### src/rtl/qdc_pkg.sv
package qdc_pkg;

  typedef enum logic {
    MODE_STEP = 1'b0,
    MODE_QUAD = 1'b1
  } qdc_mode_e;

  // position of an {a,b} code on the cycle 00 -> 01 -> 11 -> 10
  function automatic logic [1:0] ring_pos(input logic a, input logic b);
    case ({a, b})
      2'b00:   ring_pos = 2'd0;
      2'b01:   ring_pos = 2'd1;
      2'b11:   ring_pos = 2'd2;
      default: ring_pos = 2'd3;
    endcase
  endfunction

endpackage

### src/rtl/qdc_decoder.sv
module qdc_decoder
  import qdc_pkg::*;
(
  input  logic      clk,
  input  logic      rst_n,
  input  qdc_mode_e mode,
  input  logic      in_a,
  input  logic      in_b,
  output logic      cnt_en,
  output logic      cnt_up
);

  logic prev_a, prev_b;
  logic [1:0] step_dist;

  always_ff @(posedge clk or negedge rst_n) begin
    if (!rst_n) begin
      prev_a <= 1'b0;
      prev_b <= 1'b0;
    end else begin
      prev_a <= in_a;
      prev_b <= in_b;
    end
  end

  always_comb begin
    step_dist = ring_pos(in_a, in_b) - ring_pos(prev_a, prev_b);
    cnt_en    = 1'b0;
    cnt_up    = 1'b0;
    if (mode == MODE_QUAD) begin
      // distance 1 = forward, 3 = backward, 0 or 2 = no count
      cnt_en = step_dist[0];
      cnt_up = ~step_dist[1];
    end else begin
      cnt_en = in_a & ~prev_a;
      cnt_up = in_b;
    end
  end

endmodule

### src/rtl/qdc_timebase.sv
module qdc_timebase #(
  parameter int W = 32
) (
  input  logic         clk,
  input  logic         rst_n,
  input  logic [W-1:0] period_x,
  output logic         capture
);

  logic [W-1:0] tick_q, tick_d;
  logic         active;

  assign active  = (period_x != '0);
  assign capture = active && (tick_q >= period_x - W'(1));

  always_comb begin
    if (!active || capture) tick_d = '0;
    else                    tick_d = tick_q + W'(1);
  end

  always_ff @(posedge clk or negedge rst_n) begin
    if (!rst_n) tick_q <= '0;
    else        tick_q <= tick_d;
  end

endmodule

### src/rtl/qdc_accum.sv
module qdc_accum #(
  parameter int W = 32
) (
  input  logic         clk,
  input  logic         rst_n,
  input  logic         cnt_en,
  input  logic         cnt_up,
  input  logic         track,
  input  logic         capture,
  output logic [W-1:0] result,
  output logic         flag
);

  logic [W-1:0] pos_q, pos_d, delta, res_d;
  logic         res_en;

  assign delta = !cnt_en ? '0 : (cnt_up ? W'(1) : '1);

  always_comb begin
    // a count on the capture edge opens the next window
    pos_d  = capture ? delta : pos_q + delta;
    res_en = track | capture;
    res_d  = track ? pos_d : pos_q;
  end

  always_ff @(posedge clk or negedge rst_n) begin
    if (!rst_n) begin
      pos_q  <= '0;
      result <= '0;
      flag   <= 1'b0;
    end else begin
      pos_q <= pos_d;
      flag  <= capture;
      if (res_en) result <= res_d;
    end
  end

endmodule

### src/rtl/qdc_position_counter.sv
module qdc_position_counter
  import qdc_pkg::*;
#(
  parameter int W = 32
) (
  input  logic         clk,
  input  logic         rst_n,
  input  logic         mode_quad,
  input  logic [W-1:0] period_x,
  input  logic         in_a,
  input  logic         in_b,
  output logic [W-1:0] pos_z,
  output logic         sample_flag
);

  qdc_mode_e mode;
  logic      cnt_en, cnt_up, capture, track;

  assign mode  = mode_quad ? MODE_QUAD : MODE_STEP;
  assign track = (period_x == '0);

  qdc_decoder u_dec (
    .clk    (clk),
    .rst_n  (rst_n),
    .mode   (mode),
    .in_a   (in_a),
    .in_b   (in_b),
    .cnt_en (cnt_en),
    .cnt_up (cnt_up)
  );

  qdc_timebase #(.W(W)) u_tb (
    .clk      (clk),
    .rst_n    (rst_n),
    .period_x (period_x),
    .capture  (capture)
  );

  qdc_accum #(.W(W)) u_acc (
    .clk     (clk),
    .rst_n   (rst_n),
    .cnt_en  (cnt_en),
    .cnt_up  (cnt_up),
    .track   (track),
    .capture (capture),
    .result  (pos_z),
    .flag    (sample_flag)
  );

endmodule

### config.mk
export PLATFORM = sky130hd
export DESIGN_NAME = qdc_position_counter
export DESIGN_NICKNAME = d
export VERILOG_FILES = /design/src/rtl/qdc_pkg.sv /design/src/rtl/qdc_decoder.sv /design/src/rtl/qdc_timebase.sv /design/src/rtl/qdc_accum.sv /design/src/rtl/qdc_position_counter.sv
export SDC_FILE = /design/constraint.sdc
export NUM_CORES = 1
export LEC_CHECK = 0
export BUFFER_PORTS_ARGS = -buffer_cell sky130_fd_sc_hd__buf_4
export CAP_MARGIN = 20
export CELL_PAD_IN_SITES_DETAIL_PLACEMENT = 1
export CELL_PAD_IN_SITES_GLOBAL_PLACEMENT = 2
export CORE_MARGIN = 3
export CORE_UTILIZATION = 41
export DETAILED_ROUTE_END_ITERATION = 8
export HOLD_SLACK_MARGIN = 0.15
export PLACE_DENSITY_LB_ADDON = 0.1
export SETUP_SLACK_MARGIN = 0.2
export SYNTH_ARGS = -nofsm -noshare
export SYNTH_HDL_FRONTEND = slang
export SYNTH_SLANG_ARGS = --single-unit
### constraint.sdc
create_clock -name clk -period 8.4 [get_ports clk]
set_input_delay 0.84 -clock clk [delete_from_list [all_inputs] [get_ports clk]]
set_output_delay 0.84 -clock clk [all_outputs]
set_load 0.03 [all_outputs]
==> results.py, run 1 <==
metrics = {
    "status": {
        "outcome": "complete, no violations",
    },
    "worst_setup_path": {
        "cp.depth": 18,
        "r2r-start": "u_dec.prev_a",
        "worstPathMaxFanout": 35,
        "crit_type": "input pin to register",
        "path_buf_inv": 3,
        "crit_family": "simple AND/OR/NAND/NOR gates",
        "cp_slowest_cell": "nor3_1",
        "crit_path_start": "period_x[2]",
        "required_ps": 8680,
        "cp_cell_sequence": "buf_4 > nor2_1 > nand2_1 > nor3_1 > nand2_1 > or2_2 > nor3_1 > nand2_1 > xor2_1 > ha_1 > a21o_1 > a21o_1 > a211oi_1 > and3_2 > buf_4 > nand2_1 > buf_16 > nor2_1",
        "critPathMostFrequentCell": "nand2_1",
        "endpoint_kind": "register",
        "regToRegSetupSlack_ps": 3380,
        "slowest_delay_ps": 700,
        "crit_arrival_ps": 5870,
        "start_kind": "input pin",
        "reg2reg_depth": 18,
    },
    "route": {
        "viasPerCell": 5.68,
        "vias": 6081,
        "wirelength_um": 20900,
        "drt_iter0_drc": 202,
        "ant_nets": 0,
        "firstDrtPassIters": 4,
        "drcViolationCount": 0,
        "wire_per_inst_um": 19.6,
    },
    "yosys": {
        "synth_seq_cells": 99,
        "ys_warn_count": 0,
        "synth_nets": 887,
        "synth_enable_flop_cells": 0,
        "async_flop_share": 1.00,
        "synth_cells": 778,
        "avgSynthCellArea_um2": 9.26,
        "synth_area_um2": 7210,
        "dominantRegCellSynth": "dfrtp_1",
        "seq_area_frac_synth": 0.344,
        "netlist-cell-type-count": 60,
    },
    "clock_network": {
        "cts.sinks": 99,
        "cts_hold_buf": 0,
        "path_clk_slew_ps": 70,
        "cts_setup_buffers": 0,
        "cts_root_buffer": "clkbuf_16",
        "insertion_delay_ps": 360,
        "cts_buffers": 9,
        "cts_resized": 0,
        "clk_path_buf_depth": 2,
        "cts_tree": "yes",
        "h-tree-depth": 3,
    },
    "finish": {
        "multi_input_area_um2": 4560,
        "n_fill_cell": 1936,
        "finalNonFillerCells": 1070,
        "ff_latch_area_um2": 2480,
        "drive_above_1_share": 0.128,
        "mostFrequentLayoutCell": "dfrtp_1",
        "final_area_um2": 8340,
        "num-nets-final": 954,
        "final_cell_mix": "dfrtp_1, nor2_1, buf_4, ha_1, mux2i_1",
        "area_growth_syn_to_layout_pct": 15.7,
        "antenna_cells": 0,
    },
    "pwr": {
        "swShare": 0.434,
        "peakVddDrop_uv": 175,
        "p_int_mw": 1.49,
        "leakagePower_nw": 4.13,
        "seqPwrFrac": 0.310,
        "combinationalPowerShare": 0.509,
        "p_total_mw": 2.64,
        "clkPwrFrac": 0.180,
        "netSwitchingPower_mw": 1.14,
        "power_density_nw_per_um2": 316,
    },
    "global_route": {
        "grt.overflow.total": 0,
        "grt_use_total": 0.219,
        "grt_pass1_wl_um": 34600,
        "antenna_found_initial": 0,
        "grt_max_degree": 67,
        "first_global_vias": 6601,
    },
    "sta": {
        "tightest_slew_ps": 886,
        "max_freq_ghz": 0.179,
        "setup_violations": 0,
        "rsz0062_at_grt": "no",
        "finalCritPeriodShare": 0.665,
        "period_needed_ps": 5580,
        "fin_setup_tns_ps": 0,
        "slew_headroom": 0.405,
        "hold_viol_final": 0,
        "fin_skew_ps": 13.5,
        "slew_viol_final": 0,
    },
    "die": {
        "die_h_um": 139,
        "row_count": 47,
        "core_area_um2": 16900,
        "die-area_um2": 19200,
        "initial_core_util": 0.427,
        "boundaryPins": 70,
        "die_w_um": 139,
    },
    "placed_design": {
        "port_buffers": 69,
        "routabilityCongestion": 0.884,
        "dpl_cell_area_um2": 7960,
        "placedCellCount": 1052,
        "dpl.hpwl_um": 15500,
    },
    "flow_run": {
        "max_cap_viol_count": 0,
    },
    "worst_hold_path": {
        "min_path_type": "input pin to asynchronous set/reset pin",
    },
}
-- stage by stage --
step / utilization / setup WS [ps] / hold slack, ps
after floorplan: - / 2480 / 455
after global placement: 0.471 / 2450 / 529
after detailed placement: 0.471 / 2160 / 547
after CTS: 0.492 / 2490 / 458
after global routing: 0.494 / 2470 / 479
final: 0.494 / 2820 / 448
-- power by group through the flow --
stage / clock network, mW / registers [mW] / logic (mW)
2_1_floorplan: 0 / 0.926 / 0.802
3_3_place_gp: 0 / 0.818 / 1.29
3_5_place_dp: 0 / 0.828 / 1.33
4_1_cts: 0.484 / 0.822 / 1.35
5_1_grt: 0.512 / 0.845 / 1.49
6_report: 0.476 / 0.818 / 1.34
-- cells by family after synthesis --
group	count (synthesis)	synth area share
mux	60	0.0837
compound gates	164	0.142
simple gates	250	0.173
xor+xnor	88	0.107
buf+inv	45	0.0247
fa+ha+maj	72	0.126
flops	99	0.344
-- synth_stat cells (all sizes together), types with 2 or more instances --
cell	instances	area, um2
dfrtp	99	2480
nor2	76	293
ha	71	888
mux2i	58	581
nand2	51	191
a21oi	47	235
xnor2	46	403
o21ai	45	225
xor2	42	368
inv	25	93.8
a21o	24	180
nand4	22	138
nand3	21	110
nor3	17	85.1
and3	13	81.3
clkbuf	12	45.0
nand2b	12	75.1
nor4	11	75.1
buf	8	38.8
a211oi	7	52.6
o211ai	7	52.6
nor2b	6	37.5
o31ai	6	45.0
o21a	4	30.0
or2	4	25.0
or3	4	30.0
a31oi	3	18.8
and2	3	18.8
and4	3	26.3
or4	3	26.3
a211o	2	17.5
a21boi	2	15.0
a221o	2	20.0
a31o	2	17.5
mux2	2	22.5
o2111ai	2	17.5
-- registers in the layout (all words and copies together), names as in the netlist --
name,count
u_acc.pos_q,32
u_acc.flag,1
u_tb.tick_q,32
u_dec.prev_b,1
u_dec.prev_a,1
u_acc.result,32
-- final timing paths --
path,endpoint
setup / recovery,u_tb.tick_q[11]
hold / removal,u_tb.tick_q[7]
setup reg to reg,u_acc.result[30]
hold reg to reg,u_tb.tick_q[0]
max in group asynchronous,u_acc.pos_q[10]
min in group clk,u_tb.tick_q[0]
-- area by class of cell --
| class | count | share of cell area |
|---|---|---|
| multi-input cells | 634 | 0.546 |
| clock inverters | 3 | 0.00825 |
| inverters | 25 | 0.0113 |
| well taps | 220 | 0.0330 |
| repair buffers | 76 | 0.0717 |
| flip-flops and latches | 99 | 0.297 |
| clock buffers | 13 | 0.0324 |
-- routing by layer --
layer / track usage / up-vias / wire [um]
met4: 0.0577 / 0 / 343
li1: - / 2943 / -
met1: 0.281 / 3040 / 9520
met5: 0 / - / 0
met3: 0.0303 / 18 / 467
met2: 0.390 / 80 / 10600
Note: power is estimated with default switching activity, not from simulation.
==> run 2, diff against run 1 <==
--- a/config.mk
+++ b/config.mk
@@ -5,12 +5,13 @@
 export SDC_FILE = /design/constraint.sdc
 export NUM_CORES = 1
 export LEC_CHECK = 0
+export ABC_AREA = 1
 export BUFFER_PORTS_ARGS = -buffer_cell sky130_fd_sc_hd__buf_4
 export CAP_MARGIN = 20
 export CELL_PAD_IN_SITES_DETAIL_PLACEMENT = 1
 export CELL_PAD_IN_SITES_GLOBAL_PLACEMENT = 2
 export CORE_MARGIN = 3
-export CORE_UTILIZATION = 41
+export CORE_UTILIZATION = 31
 export DETAILED_ROUTE_END_ITERATION = 8
 export HOLD_SLACK_MARGIN = 0.15
 export PLACE_DENSITY_LB_ADDON = 0.1
==> constraint.sdc (replaced) <==
create_clock -name clk -period 5.1 [get_ports clk]
set_input_delay 0.51 -clock clk [delete_from_list [all_inputs] [get_ports clk]]
set_output_delay 0.51 -clock clk [all_outputs]
set_load 0.03 [all_outputs]
==> run 2 against run 1 <==
Against the previous run:
- power is 72% higher
- sequential share of layout area is 2.6 points lower
- synthesized cell count is 47% higher
- largest cell class unchanged
- critical endpoint is now u_acc.result[0]
- setup slack worse by 1500 ps
- utilization is 12 points lower
- cell count is 45% higher
- synthesized area is 10% higher
- combinational power is 84% higher
- sequential cell count stayed put
- critical path depth is 5 higher
==> results.py, run 2 <==
metrics = {
    "yosys": {
        "synthTopCellsByCount": "nand2_1, nor2_1, inv_1",
        "yosysTopAreaCellShare": 0.313,
        "synthTopCellsByArea": "dfrtp_1, nand2_1, ha_1, nor2_1, inv_1",
        "synth_cells": 1147,
        "yosysTopAreaCell": "dfrtp_1",
        "synth_nets": 1256,
        "async_flop_share": 1.00,
        "synth_enable_flop_cells": 0,
        "yosysMostFrequentCell": "nand2_1",
        "ys_warn_count": 0,
        "netlist-cell-type-count": 43,
        "dominantRegCellSynth": "dfrtp_1",
        "avgSynthCellArea_um2": 6.91,
        "seq_area_frac_synth": 0.313,
        "synth_area_um2": 7930,
        "synth_seq_cells": 99,
    },
    "global_route": {
        "grt.overflow.total": 0,
        "grt_max_degree": 72,
        "use_met3": 0.0219,
        "antenna_found_initial": 0,
        "met2_usage": 0.340,
        "grt_pass1_wl_um": 42000,
        "first_global_vias": 8123,
        "grt_busiest_layer": "met2",
        "use_met1": 0.238,
        "grt_use_total": 0.187,
    },
    "finish": {
        "final_cell_mix": "nand2_1, nor2_1, inv_1, dfrtp_1, nand3_1",
        "ff_latch_area_um2": 2480,
        "largestRegisters": "u_acc.pos_q x32, u_acc.result x32, u_tb.tick_q x32",
        "area_growth_syn_to_layout_pct": 15.3,
        "drive_above_1_share": 0.0973,
        "mostFrequentLayoutCell": "nand2_1",
        "multi_input_area_um2": 4900,
        "antenna_cells": 0,
        "num-nets-final": 1328,
        "n_fill_cell": 3141,
    },
    "status": {
        "outcome": "complete, no violations",
    },
    "route": {
        "firstDrtPassIters": 4,
        "vias": 7462,
        "viasPerCell": 4.82,
        "wirelength_um": 25200,
        "drt_iter0_drc": 241,
        "drcViolationCount": 0,
        "ant_nets": 0,
        "wire_per_inst_um": 16.3,
    },
    "placed_design": {
        "port_buffers": 69,
        "place_ws_ps": 871,
        "dpl.hpwl_um": 20200,
        "routabilityCongestion": 0.821,
    },
    "clock_network": {
        "cts_root_buffer": "clkbuf_16",
        "cts_resized": 0,
        "cts_setup_buffers": 0,
        "h-tree-depth": 3,
        "cts_hold_buf": 0,
        "insertion_delay_ps": 360,
        "cts.sinks": 99,
        "path_clk_slew_ps": 70,
        "cts_tree": "yes",
        "clk_path_buf_depth": 2,
        "cts_buffers": 9,
    },
    "worst_setup_path": {
        "crit_family": "simple AND/OR/NAND/NOR gates",
        "worstPathMaxFanout": 19,
        "cp_slowest_cell": "nor2_4",
        "start_kind": "input pin",
        "crit_type": "input pin to register",
        "r2r-start": "u_dec.prev_b",
        "slowest_delay_ps": 490,
        "path_buf_inv": 6,
        "crit_path_start": "period_x[0]",
        "crit_arrival_ps": 4070,
        "cp_cell_sequence": "buf_4 > inv_1 > ha_1 > nand2_1 > nor2_1 > inv_2 > nor2_1 > inv_1 > or2_1 > nor2_1 > xor2_1 > inv_1 > ha_1 > nand2_1 > o21ai_0 > nand2_1 > nand2_1 > a21oi_2 > nand2_2 > nor2_4 > buf_4 > nand2_1 > nand3_1",
        "endpoint_kind": "register",
        "critPathMostFrequentCell": "nand2_1",
        "required_ps": 5390,
    },
    "sta": {
        "period_needed_ps": 3790,
        "fin_ws_ps": 1310,
        "rsz0062_at_grt": "no",
        "fin_skew_ps": 9.84,
        "fin_setup_tns_ps": 0,
        "max_freq_ghz": 0.264,
        "whs_ps": 280,
        "slew_viol_final": 0,
        "tightest_slew_ps": 961,
        "finalCritPeriodShare": 0.742,
        "setup_violations": 0,
        "hold_viol_final": 0,
        "slew_headroom": 0.359,
    },
    "pwr": {
        "swShare": 0.479,
        "p_int_mw": 2.36,
        "p_total_mw": 4.54,
        "seqPwrFrac": 0.296,
        "netSwitchingPower_mw": 2.18,
        "peakVddDrop_uv": 202,
        "leakagePower_nw": 4.74,
        "combinationalPowerShare": 0.545,
        "clkPwrFrac": 0.159,
        "power_density_nw_per_um2": 497,
    },
    "worst_hold_path": {
        "min-delay-start": "in_b",
        "min_path_type": "input pin to register",
    },
    "flow_run": {
        "max_cap_viol_count": 0,
    },
    "die": {
        "die_w_um": 166,
        "die-area_um2": 27500,
        "die_h_um": 166,
        "initial_core_util": 0.320,
        "core_area_um2": 24700,
        "boundaryPins": 70,
        "row_count": 57,
    },
}
run 2: cell type report:
class | count | share of cell area
Sequential cell | 99 | 0.271
Inverter | 118 | 0.0485
Tap cell | 324 | 0.0444
Multi-Input combinational cell | 911 | 0.536
Clock buffer | 10 | 0.0262
Timing Repair Buffer | 80 | 0.0671
Clock inverter | 5 | 0.00657
run 2: through the flow:
stage,util,area [um2],instances
global placement,0.357,8840,1532
global route,0.369,9140,1547
detailed placement,0.357,8840,1532
finish,0.369,9140,1547
CTS,0.369,9140,1547
floorplan,-,7930,1147
run 2: worst reg2reg max path: stages (launching register included):
cell	delay, ps
dfrtp_1	370
inv_1	50
ha_1	260
inv_1	40
ha_1	260
nand2_1	70
o21ai_0	120
nor2_1	190
nand2_1	190
inv_1	330
buf_12	230
ha_1	320
a21oi_1	270
nand2_1	130
a21oi_1	260
nor2_1	90
nor2_1	180
nand3b_1	130
nand3_1	100
nand3_1	70
run 2: layer usage:
layer  up-vias  part of all wire
met5         -                 0
met3        22             0.018
met4         0             0.015
li1       3833                 -
met2        66              0.50
met1      3541              0.47
run 2: worst paths after layout:
path / to / slack (ps) / depth (start not counted)
max in group asynchronous: u_acc.result[0] / 3820 / 2
worst max register to register: u_acc.result[27] / 1330 / 19
min in group asynchronous: u_acc.result[10] / 300 / 1
worst min register to register: u_tb.tick_q[0] / 470 / 1
worst max-delay path: u_acc.result[0] / 1310 / 23
worst min-delay path: u_dec.prev_b / 280 / 1
run 2: power groups by stage:
stage,clock network (mW),logic [mW],registers (mW)
final,0.723,2.47,1.34
after CTS,0.748,2.51,1.35
after global placement,0,2.46,1.36
after global routing,0.776,2.84,1.39
after floorplan,0,1.55,1.50
after detailed placement,0,2.50,1.36
run 2: kinds of logic after synthesis:
group	share of synthesized area
simple gates	0.368
xor+xnor	0.0674
buf+inv	0.0693
flops	0.313
fa+ha+maj	0.115
compound gates	0.0682
==> run 3, diff against run 2 <==
--- a/config.mk
+++ b/config.mk
@@ -11,7 +11,7 @@
 export CELL_PAD_IN_SITES_DETAIL_PLACEMENT = 1
 export CELL_PAD_IN_SITES_GLOBAL_PLACEMENT = 2
 export CORE_MARGIN = 3
-export CORE_UTILIZATION = 31
+export CORE_UTILIZATION = 34
 export DETAILED_ROUTE_END_ITERATION = 8
 export HOLD_SLACK_MARGIN = 0.15
 export PLACE_DENSITY_LB_ADDON = 0.1
==> constraint.sdc (replaced) <==
create_clock -name clk -period 3.65 [get_ports clk]
set_input_delay 0.365 -clock clk [delete_from_list [all_inputs] [get_ports clk]]
set_output_delay 0.365 -clock clk [all_outputs]
set_load 0.03 [all_outputs]
==> run 3 against run 2 <==
Against the previous run:
- non-clock buffer count rose by 23
- combinational power rose by 63%
- clock-buffer cell count fell by 1
- critical path depth fell by 3
- cell count rose by 0.78%
- worst hold slack improved by 190 ps
- largest cell class unchanged
==> results.py, run 3 (synthesis results as in run 2) <==
metrics = {
    "worst_setup_path": {
        "start_kind": "register",
        "cp_cell_sequence": "ha_1 > inv_2 > ha_4 > inv_1 > nand2_1 > nand2_1 > nand2_1 > nand3_2 > nand2_2 > clkinv_4 > clkbuf_16 > ha_4 > a21oi_1 > o21ai_0 > a21oi_1 > nand2_2 > nand2_1 > nand3b_1 > nand3_1 > nand3_1",
        "worstPathMaxFanout": 5,
        "path_buf_inv": 4,
        "crit_family": "simple AND/OR/NAND/NOR gates",
        "required_ps": 3890,
        "endpoint_kind": "register",
        "crit_arrival_ps": 3470,
        "cp_slowest_cell": "dfrtp_1",
        "slowest_delay_ps": 400,
        "regToRegSetupSlack_ps": 430,
        "crit_type": "register to register",
        "critPathMostFrequentCell": "nand2_1",
    },
    "die": {
        "die_w_um": 159,
        "core_area_um2": 22800,
        "initial_core_util": 0.348,
        "boundaryPins": 70,
        "row_count": 55,
        "die-area_um2": 25200,
        "die_h_um": 159,
    },
    "global_route": {
        "grt.overflow.total": 0,
        "grt_use_total": 0.204,
        "grt_max_degree": 58,
        "first_global_vias": 7974,
        "antenna_found_initial": 0,
        "grt_pass1_wl_um": 40500,
    },
    "route": {
        "wirelength_um": 26000,
        "firstDrtPassIters": 4,
        "vias": 7603,
        "drt_iter0_drc": 230,
        "drcViolationCount": 0,
        "wire_per_inst_um": 16.7,
        "viasPerCell": 4.88,
        "ant_nets": 0,
    },
    "sta": {
        "fin_setup_tns_ps": 0,
        "whs_ps": 465,
        "fin_skew_ps": 10.4,
        "slew_viol_final": 0,
        "slew_headroom": 0.470,
        "period_needed_ps": 3220,
        "tightest_slew_ps": 788,
        "hold_viol_final": 0,
        "rsz0062_at_grt": "no",
        "finalCritPeriodShare": 0.883,
        "max_freq_ghz": 0.310,
        "setup_violations": 0,
    },
    "status": {
        "outcome": "complete, no violations",
    },
    "clock_network": {
        "h-tree-depth": 3,
        "clk_path_buf_depth": 2,
        "path_clk_slew_ps": 70,
        "cts_tree": "yes",
        "cts_root_buffer": "clkbuf_16",
        "cts_buffers": 9,
        "insertion_delay_ps": 360,
        "cts.sinks": 99,
    },
    "finish": {
        "drive_above_1_share": 0.185,
        "largestRegisters": "u_acc.pos_q x32, u_acc.result x32, u_tb.tick_q x32",
        "antenna_cells": 0,
        "mostFrequentLayoutCell": "nand2_1",
        "area_growth_syn_to_layout_pct": 25.7,
        "final_cell_mix": "nand2_1, nor2_1, inv_1, dfrtp_1, buf_4",
        "num-nets-final": 1351,
        "final_area_um2": 9960,
    },
    "pwr": {
        "leakagePower_nw": 4.93,
        "seqPwrFrac": 0.273,
        "combinationalPowerShare": 0.576,
        "swShare": 0.469,
        "power_density_nw_per_um2": 701,
        "netSwitchingPower_mw": 3.28,
        "peakVddDrop_uv": 353,
        "p_int_mw": 3.71,
        "clkPwrFrac": 0.150,
    },
    "placed_design": {
        "port_buffers": 69,
        "dpl_cell_area_um2": 8960,
        "dpl.hpwl_um": 19800,
        "routabilityCongestion": 0.872,
    },
    "flow_run": {
        "max_cap_viol_count": 0,
    },
    "worst_hold_path": {
        "min_path_type": "register to register",
    },
}
==> run 3: cell types whose count changed in the layout (fill, tap and decap cells not counted), sizes merged <==
cell	change
buf	+17
dlygate4sd3	+3
clkbuf	+2
clkinv	+2
inv	-2
bufinv	+1
==> run 3: path summary, 6_finish.rpt <==
check                                from          endpoint  cells past startpoint
setup / recovery             u_dec.prev_a  u_acc.result[24]                     20
max in group asynchronous           rst_n   u_acc.pos_q[31]                      3
setup reg to reg             u_dec.prev_a  u_acc.result[24]                     20
min in group asynchronous           rst_n   u_tb.tick_q[30]                      2
hold / removal             u_tb.tick_q[0]    u_tb.tick_q[0]                      1
hold reg to reg            u_tb.tick_q[0]    u_tb.tick_q[0]                      1
==> run 3: what timing repair did <==
action | CTS | global route
gates resized for setup | 0 | 120
endpoints found under the hold margin | 57 | 0
setup buffers | 0 | 6
hold buffers | 3 | 0
setup endpoints to repair | 0 | 61
==> run 3: per-stage QoR <==
step / power (mW) / cells / setup WS, ps / util
after floorplan: 4.26 / 1147 / 250 / -
after global routing: 7.65 / 1559 / 122 / 0.437
final: 6.99 / 1559 / 428 / 0.437
after global placement: 5.35 / 1531 / 143 / 0.393
after CTS: 6.51 / 1549 / 209 / 0.409
after detailed placement: 5.42 / 1531 / 78.6 / 0.393
==> run 3: cell type report <==
cell class                 count  area (um2)
sequential                    99        2480
clock inverter                 6        87.6
inverter                     118         452
tap                          313         392
timing repair buffer         103         920
fill                        2861       12800
clock buffer                   9         225
multi-input combinational    911        5410
==> run 3: per-layer routing <==
layer  wire (um)  track usage
met5           0            0
met4         463       0.0574
met3         462       0.0163
met2       13500        0.375
met1       11600        0.253
==> run 3: power by group through the flow <==
stage / Sequential [mW] / Clock (mW) / Combinational [mW]
after floorplan: 2.09 / 0 / 2.16
final: 1.91 / 1.05 / 4.03
after global placement: 1.88 / 0 / 3.47
after detailed placement: 1.89 / 0 / 3.53
after CTS: 1.87 / 1.08 / 3.56
after global routing: 1.98 / 1.12 / 4.55
